==> src/rtl/pwm_updown_pkg.sv <==
package pwm_updown_pkg;

    // What the duty register does on a slow tick.
    typedef enum logic [1:0] {
        ACT_HOLD = 2'd0,
        ACT_INC  = 2'd1,
        ACT_DEC  = 2'd2
    } step_act_e;

    // The raise request has priority over the lower request.
    function automatic step_act_e pick_action(input logic up, input logic dn);
        if (up)      return ACT_INC;
        else if (dn) return ACT_DEC;
        else         return ACT_HOLD;
    endfunction

endpackage

==> src/rtl/pwm_rate_gen.sv <==
module pwm_rate_gen #(
    parameter int FAST_DIV = 4,
    parameter int SLOW_DIV = 4096
) (
    input  logic clk,
    input  logic rst,
    output logic fast_en,
    output logic slow_tick
);
    localparam int SW = (SLOW_DIV > 1) ? $clog2(SLOW_DIV) : 1;
    localparam logic [SW-1:0] S_LAST = SW'(SLOW_DIV - 1);

    // Fast enable: either every clock or one clock in FAST_DIV.
    generate
        if (FAST_DIV > 1) begin : g_fdiv
            localparam int FW = $clog2(FAST_DIV);
            localparam logic [FW-1:0] F_LAST = FW'(FAST_DIV - 1);

            typedef struct packed {
                logic [FW-1:0] cnt;
            } fast_st_t;

            fast_st_t f_d, f_q;

            always_comb begin
                f_d = f_q;
                f_d.cnt = (f_q.cnt == F_LAST) ? '0 : f_q.cnt + 1'b1;
            end

            always_ff @(posedge clk) begin
                if (rst) f_q <= '0;
                else     f_q <= f_d;
            end

            assign fast_en = (f_q.cnt == F_LAST);
        end else begin : g_nodiv
            assign fast_en = 1'b1;
        end
    endgenerate

    // Slow tick: one fast enable in SLOW_DIV.
    typedef struct packed {
        logic [SW-1:0] cnt;
    } slow_st_t;

    slow_st_t s_d, s_q;

    always_comb begin
        s_d = s_q;
        if (fast_en) begin
            s_d.cnt = (s_q.cnt == S_LAST) ? '0 : s_q.cnt + 1'b1;
        end
    end

    always_ff @(posedge clk) begin
        if (rst) s_q <= '0;
        else     s_q <= s_d;
    end

    assign slow_tick = fast_en && (s_q.cnt == S_LAST);

endmodule

==> src/rtl/pwm_duty_reg.sv <==
module pwm_duty_reg
    import pwm_updown_pkg::*;
#(
    parameter int DW = 4
) (
    input  logic          clk,
    input  logic          rst,
    input  logic          tick,
    input  logic          up,
    input  logic          dn,
    output logic [DW-1:0] duty
);
    localparam logic [DW-1:0] D_MAX = '1;

    typedef struct packed {
        logic [DW-1:0] duty;
    } duty_st_t;

    duty_st_t st_d, st_q;
    step_act_e act;

    always_comb begin
        st_d = st_q;
        act  = pick_action(up, dn);
        if (tick) begin
            case (act)
                ACT_INC: if (st_q.duty != D_MAX) st_d.duty = st_q.duty + 1'b1;
                ACT_DEC: if (st_q.duty != '0)    st_d.duty = st_q.duty - 1'b1;
                default: st_d.duty = st_q.duty;
            endcase
        end
    end

    always_ff @(posedge clk) begin
        if (rst) st_q <= '0;
        else     st_q <= st_d;
    end

    assign duty = st_q.duty;

endmodule

==> src/rtl/pwm_cmp.sv <==
module pwm_cmp #(
    parameter int DW = 4
) (
    input  logic          clk,
    input  logic          rst,
    input  logic          fast_en,
    input  logic [DW-1:0] duty,
    output logic [DW-1:0] ref_cnt,
    output logic          pwm,
    output logic          pwm_n
);
    typedef struct packed {
        logic [DW-1:0] ref_cnt;
        logic          pwm;
        logic          pwm_n;
    } cmp_st_t;

    localparam cmp_st_t CMP_RST = '{ref_cnt: '0, pwm: 1'b0, pwm_n: 1'b1};

    cmp_st_t st_d, st_q;
    logic    below;

    always_comb begin
        st_d  = st_q;
        below = (st_q.ref_cnt < duty);
        if (fast_en) st_d.ref_cnt = st_q.ref_cnt + 1'b1;
        st_d.pwm   = below;
        st_d.pwm_n = !below;
    end

    always_ff @(posedge clk) begin
        if (rst) st_q <= CMP_RST;
        else     st_q <= st_d;
    end

    assign ref_cnt = st_q.ref_cnt;
    assign pwm     = st_q.pwm;
    assign pwm_n   = st_q.pwm_n;

endmodule

==> src/rtl/pwm_updown.sv <==
module pwm_updown #(
    parameter int DW       = 4,
    parameter int FAST_DIV = 4,
    parameter int SLOW_DIV = 4096
) (
    input  logic clk,
    input  logic rst,
    input  logic up_req,
    input  logic dn_req,
    output logic pwm_out,
    output logic pwm_out_n
);
    logic          fast_en_w;
    logic          slow_tick_w;
    logic [DW-1:0] duty_w;
    logic [DW-1:0] ref_w;

    pwm_rate_gen #(.FAST_DIV(FAST_DIV), .SLOW_DIV(SLOW_DIV)) u_rate (
        .clk       (clk),
        .rst       (rst),
        .fast_en   (fast_en_w),
        .slow_tick (slow_tick_w)
    );

    pwm_duty_reg #(.DW(DW)) u_duty (
        .clk  (clk),
        .rst  (rst),
        .tick (slow_tick_w),
        .up   (up_req),
        .dn   (dn_req),
        .duty (duty_w)
    );

    pwm_cmp #(.DW(DW)) u_cmp (
        .clk     (clk),
        .rst     (rst),
        .fast_en (fast_en_w),
        .duty    (duty_w),
        .ref_cnt (ref_w),
        .pwm     (pwm_out),
        .pwm_n   (pwm_out_n)
    );

endmodule

==> config.mk <==
export PLATFORM = sky130hd
export DESIGN_NAME = pwm_updown
export DESIGN_NICKNAME = d
export VERILOG_FILES = /design/src/rtl/pwm_updown_pkg.sv /design/src/rtl/pwm_rate_gen.sv /design/src/rtl/pwm_duty_reg.sv /design/src/rtl/pwm_cmp.sv /design/src/rtl/pwm_updown.sv
export SDC_FILE = /design/constraint.sdc
export NUM_CORES = 1
export LEC_CHECK = 0
export CAP_MARGIN = 20
export CORE_MARGIN = 1.5
export CORE_UTILIZATION = 50
export CTS_CLUSTER_DIAMETER = 80
export DETAILED_ROUTE_END_ITERATION = 12
export MAX_ROUTING_LAYER = met4
export PLACE_DENSITY_LB_ADDON = 0.08
export REMOVE_ABC_BUFFERS = 1
export SLEW_MARGIN = 30
export SYNTH_ARGS = -nofsm -noshare
export SYNTH_HDL_FRONTEND = slang
export SYNTH_SLANG_ARGS = --single-unit
==> constraint.sdc <==
create_clock -name clk -period 3.5 [get_ports clk]
set_input_delay 0.7 -clock clk [delete_from_list [all_inputs] [get_ports clk]]
set_output_delay 0.7 -clock clk [all_outputs]
set_load 0.01 [all_outputs]
After elaboration in Yosys (flattened, before gate mapping)
Cells that the tools add are included.
W data, S select, Z words.
{"block": "op_classes", "addsub": 5, "n_lt_le_gt_ge": 1, "n_eq_ne": 7, "muxes": 6, "n_reduce_logical": 6}
{"cell": "$add A12 B1 Y12 const B", "count": 1}
{"cell": "$eq A12 B12 Y1 const B", "count": 1}
{"cell": "$mux W12", "count": 1}
{"cell": "$add A4 B1 Y4 const B", "count": 2}
{"cell": "$mux W4", "count": 2}
{"cell": "$pmux W4 S2", "count": 1}
{"cell": "$eq A2 B2 Y1 const B", "count": 2}
{"cell": "$lt A4 B4 Y1", "count": 1}
{"cell": "$mux W2", "count": 2}
{"cell": "$ne A2 B1 Y1 const B", "count": 2}
{"cell": "$ne A4 B4 Y1 const B", "count": 1}
{"cell": "$reduce_and A4 Y1", "count": 1}
{"cell": "$reduce_bool A4 Y1", "count": 1}
{"cell": "$sub A4 B1 Y4 const B", "count": 1}
{"cell": "$add A2 B1 Y2 const B", "count": 1}
{"cell": "$eq A2 B1 Y1 const B", "count": 1}
{"cell": "$reduce_bool A2 Y1", "count": 1}
{"cell": "$reduce_or A2 Y1", "count": 1}
{"cell": "$logic_and A1 B1 Y1", "count": 1}
{"cell": "$logic_not A1 Y1", "count": 1}
{"block": "totals", "reg_bits": 24, "in_bits": 4, "out_inout_bits": 2, "word_cells": 31}

Depth between registers and ports, before layout
{"block": "depth", "depth_word": 5, "mapped_depth": 6, "ltp_nobuf": 6}

By module
A second synthesis with hierarchy kept.
{"block": "unflattened", "cells_unflattened": 129, "hier_area_um2": 1228.7}
{"mod": "pwm_rate_gen", "instances": 1, "cells_per_inst": 70, "area_per_inst_um2": 676.9, "seq_area_each_um2": 280.3}
{"mod": "pwm_cmp", "instances": 1, "cells_per_inst": 30, "area_per_inst_um2": 289.0, "seq_area_each_um2": 120.1}
{"mod": "pwm_duty_reg", "instances": 1, "cells_per_inst": 29, "area_per_inst_um2": 262.8, "seq_area_each_um2": 80.1}

Worst setup path after synthesis
Ideal clock, no wire load.
{"block": "synth_path", "path_type": "input to register", "startpoint": "input port up_req", "endpoint": "register u_duty.st_q (netlist bit u_duty.duty[2])", "setup_time_ns": 0.121, "t_arrival_ns": 2.115, "required_time_ns": 3.379, "setup_slack_ns": 1.264, "cell_stages": 6, "path_buffers": 0, "path_cell_list": "nand2b_1 xnor2_1 ha_1 or3_1 a211oi_1 mux2_2"}
{"block": "synth_between", "elab_chain_cells": 4, "word_cells_on_any_way": 8, "classes_between": "eq/ne (4); mux (2); reduce/logical (2)"}
{"element": "from (decl)", "line_no": "pwm_updown.sv:8", "text": "input logic up_req,"}
{"element": "$mux W2 *", "line_no": "pwm_updown_pkg.sv:12", "text": "if (up) return ACT_INC;"}
{"element": "$eq A2 B2 Y1 / $eq A2 B1 Y1 (equally long branches)", "line_no": "pwm_duty_reg.sv:26", "text": "case (act)"}
{"element": "$ne A2 B1 Y1 (no line) / $reduce_bool A2 Y1 (equally long branches)"}
{"element": "$reduce_and A4 Y1 (no line)"}
{"element": "to (signal assigned)", "line_no": "pwm_duty_reg.sv:36", "text": "else st_q <= st_d;"}
{"element": "to (decl)", "line_no": "pwm_duty_reg.sv:19", "text": "duty_st_t st_d, st_q;"}
Every way passes the cells marked *; elsewhere a longest branch is shown, timed or not.
A chain may end at the register's enable or synchronous reset.

Worst setup path after layout
Ends and elaborated chain as after synthesis.

==> reports/qor.yml <==
rsz0062_at_grt: "false"
drc: 0
synth_area_leaders: "dfxtp_1 42%, ha_1 7.6%, nor2_1 7.2%"
portBuffers: 5
firstDrtPassIters: 3
holdPathEnd: "u_rate.g_fdiv.f_q[0]"
path_max_fanout: 5
ioPinCount: 6
cts.clk_slew.worst_paths_ps: 120
hp-start: "u_rate.g_fdiv.f_q[0]"
cp_data_required_time_ps: 3710
finalCritPeriodShare: 0.697
grt_max_degree: 23
p_per_area_nw_per_um2: 356
hold_class: "reg2reg"
worstPathCellList: "clkdlybuf4s50_1 > nand2b_1 > xnor2_1 > ha_1 > or3_1 > a211oi_1 > mux2_2"
cts_num_sinks: 24
netlist_area_sq_um: 1150
rr_endpoint: "u_duty.duty[2]"
multi_input_area_sq_um: 636
min_path_cells: 1
r2r_setup_slack_ps: 1300
slew_viol_final: 0
fmax_ghz: 0.410
internal_power_w: 0.000354
dp_hpwl_um: 1400
cts_max_level: 1
final-seq-area_sq_um: 480
vias_per_cell: 5.23
critical_path.max_stage_delay_ps: 440
syn_inst: 127
yosysSeqAreaShare: 0.419
slew_headroom: 0.531
clock_path_buffers: 2
setup_viol: 0
first_global_vias: 822
cp_slowest_cell: "clkdlybuf4s50_1"
routed_wl_um: 1880
core_area_sq_um: 2190
vdd.ir_drop.worst_mv: 0.192
placed_cell_area_sq_um: 1220
first_iter_violations: 7
synth_top_area_share: 0.419
start_util: 0.523
power_frac_comb: 0.059
ys_ff_latch: 24
gp_congestion: 0.766
final_common_cell: "dfxtp_1"
syn_area_per_cell_sq_um: 9.02
cts_root_buffer: "clkbuf_4"
pwr-share-clk: 0.312
die_w_um: 50.9
cts_buffers: 3
diodes: 0
crit_family: "simple AND/OR/NAND/NOR gates"
worstPathArrival_ps: 2650
clock_latency_ps: 300
vias: 842
drive_gt1_frac: 0.0677
critPathLaunchType: "input port"
cts_tree: "yes"
critical_path_class: "in2reg"
r2r_start: "u_rate.g_fdiv.f_q[0]"
switching_power_w: 0.0000928
cts_resized: 0
status: "finished, final reports clean"
postRouteAntennaNets: 0
die_y_um: 50.9
dieArea_sq_um: 2590
p_seq_frac: 0.630
cts_setup_buffers: 0
tightest_slew_ps: 702
final-hold-violation-count: 0
timing.setup.tns_ps: 0
p_sw_frac: 0.208
cap_viol_max_count: 0
crit_buf_inv: 1
fin_skew_ps: 1.33
routedWlPerCell_um: 11.7
fillers: 196
yosys_warnings: 0
area_growth_pct: 9.61
grt_pass1_wl_um: 3470
rows: 17
overflow: 0
layout_common_cells: "24 x dfxtp_1, 22 x nor2_1, 9 x nand2_1"
rr_worst_depth: 5
holdBufCountCts: 0
nets: 145
yosysUniqueCellTypes: 30
cp-end-kind: "flop"
gr-usage-all-layers: 0.179
fin_crit_ps: 2440
synth_top_area_cell: "dfxtp_1"
design_area_sq_um: 1260
worst-path-stages: 7
antenna_found_initial: 0
p_leak_nw: 0.451
==> synthesized netlist by cell type <==
master,n
inv_1,5
a31oi_1,1
nor2b_1,2
o21ai_0,2
or4_1,2
a21oi_1,2
or3_1,4
a21o_1,2
nand2b_1,6
or4_4,1
nand2_1,9
a211oi_1,3
xor2_1,7
a211o_1,1
buf_1,1
nand3_1,1
o41a_1,1
nor3_1,2
nand4_2,1
mux2i_1,2
nor3b_1,1
clkbuf_1,2
mux2_2,3
and3_1,1
nor2_1,22
ha_1,7
nand4_1,5
o22ai_1,1
dfxtp_1,24
xnor2_1,6
==> power by group through the flow <==
stage | combinational (W) | sequential (W) | clock [W]
final | 0.0000262 | 0.000282 | 0.000139
after floorplan | 0.0000163 | 0.000287 | 0
after global routing | 0.0000304 | 0.000282 | 0.000156
after global placement | 0.0000256 | 0.000288 | 0
after CTS | 0.0000268 | 0.000282 | 0.000146
after detailed placement | 0.0000265 | 0.000288 | 0
==> logic make-up after synthesis <==
| group | share of synthesized area |
|---|---|
| AO/OA/AOI/OAI | 0.0786 |
| buffers and inverters | 0.0262 |
| flip-flops | 0.419 |
| multiplexers | 0.0469 |
| AND/OR/NAND/NOR | 0.253 |
| XOR/XNOR | 0.0993 |
| adder cells (fa/ha/maj) | 0.0764 |
==> worst register-to-register path, cell delays in order, from the launching register on <==
cell	delay, ps
dfxtp_1	360
ha_1	450
nand4_1	250
or3_1	440
a211oi_1	260
mux2_2	350
==> metal layers <==
metal | vias up | track usage | part of all wire
met4 | 0 | 0.0766 | 0.0074
met1 | 384 | 0.209 | 0.48
li1 | 451 | - | -
met5 | - | - | 0
met2 | 5 | 0.307 | 0.49
met3 | 2 | 0.0263 | 0.018
==> flip-flops by register name (all words and copies together) (netlist names) <==
register and cells:
u_rate.s_q 12, u_rate.g_fdiv.f_q 2, u_cmp.pwm_n 1, u_cmp.pwm 1, u_cmp.ref_cnt 4, u_duty.duty 4
==> how the worst max path moves through the flow <==
stage	to	start
3_3_place_gp	u_duty.duty[2]	up_req
4_1_cts	u_duty.duty[2]	up_req
6_report	u_duty.duty[2]	up_req
2_1_floorplan	u_duty.duty[2]	up_req
5_1_grt	u_duty.duty[2]	up_req
3_5_place_dp	u_duty.duty[2]	up_req
==> stage by stage <==
stage	utilization	total power, W	setup WS [ps]	cells	hold slack, ps
6_report	0.573	0.000447	1060	161	436
5_1_grt	0.573	0.000468	995	161	443
4_1_cts	0.573	0.000455	1050	161	442
3_5_place_dp	0.557	0.000314	723	157	424
3_3_place_gp	0.557	0.000313	777	157	413
2_1_floorplan	-	0.000303	1260	124	400
==> layout make-up <==
type	count	area share
sequential	24	0.382
inverter	5	0.0149
multi-input combinational	95	0.506
clock buffer	4	0.0289
tap	28	0.0279
timing repair buffer	5	0.0398
(Power assumes the default switching activity.)
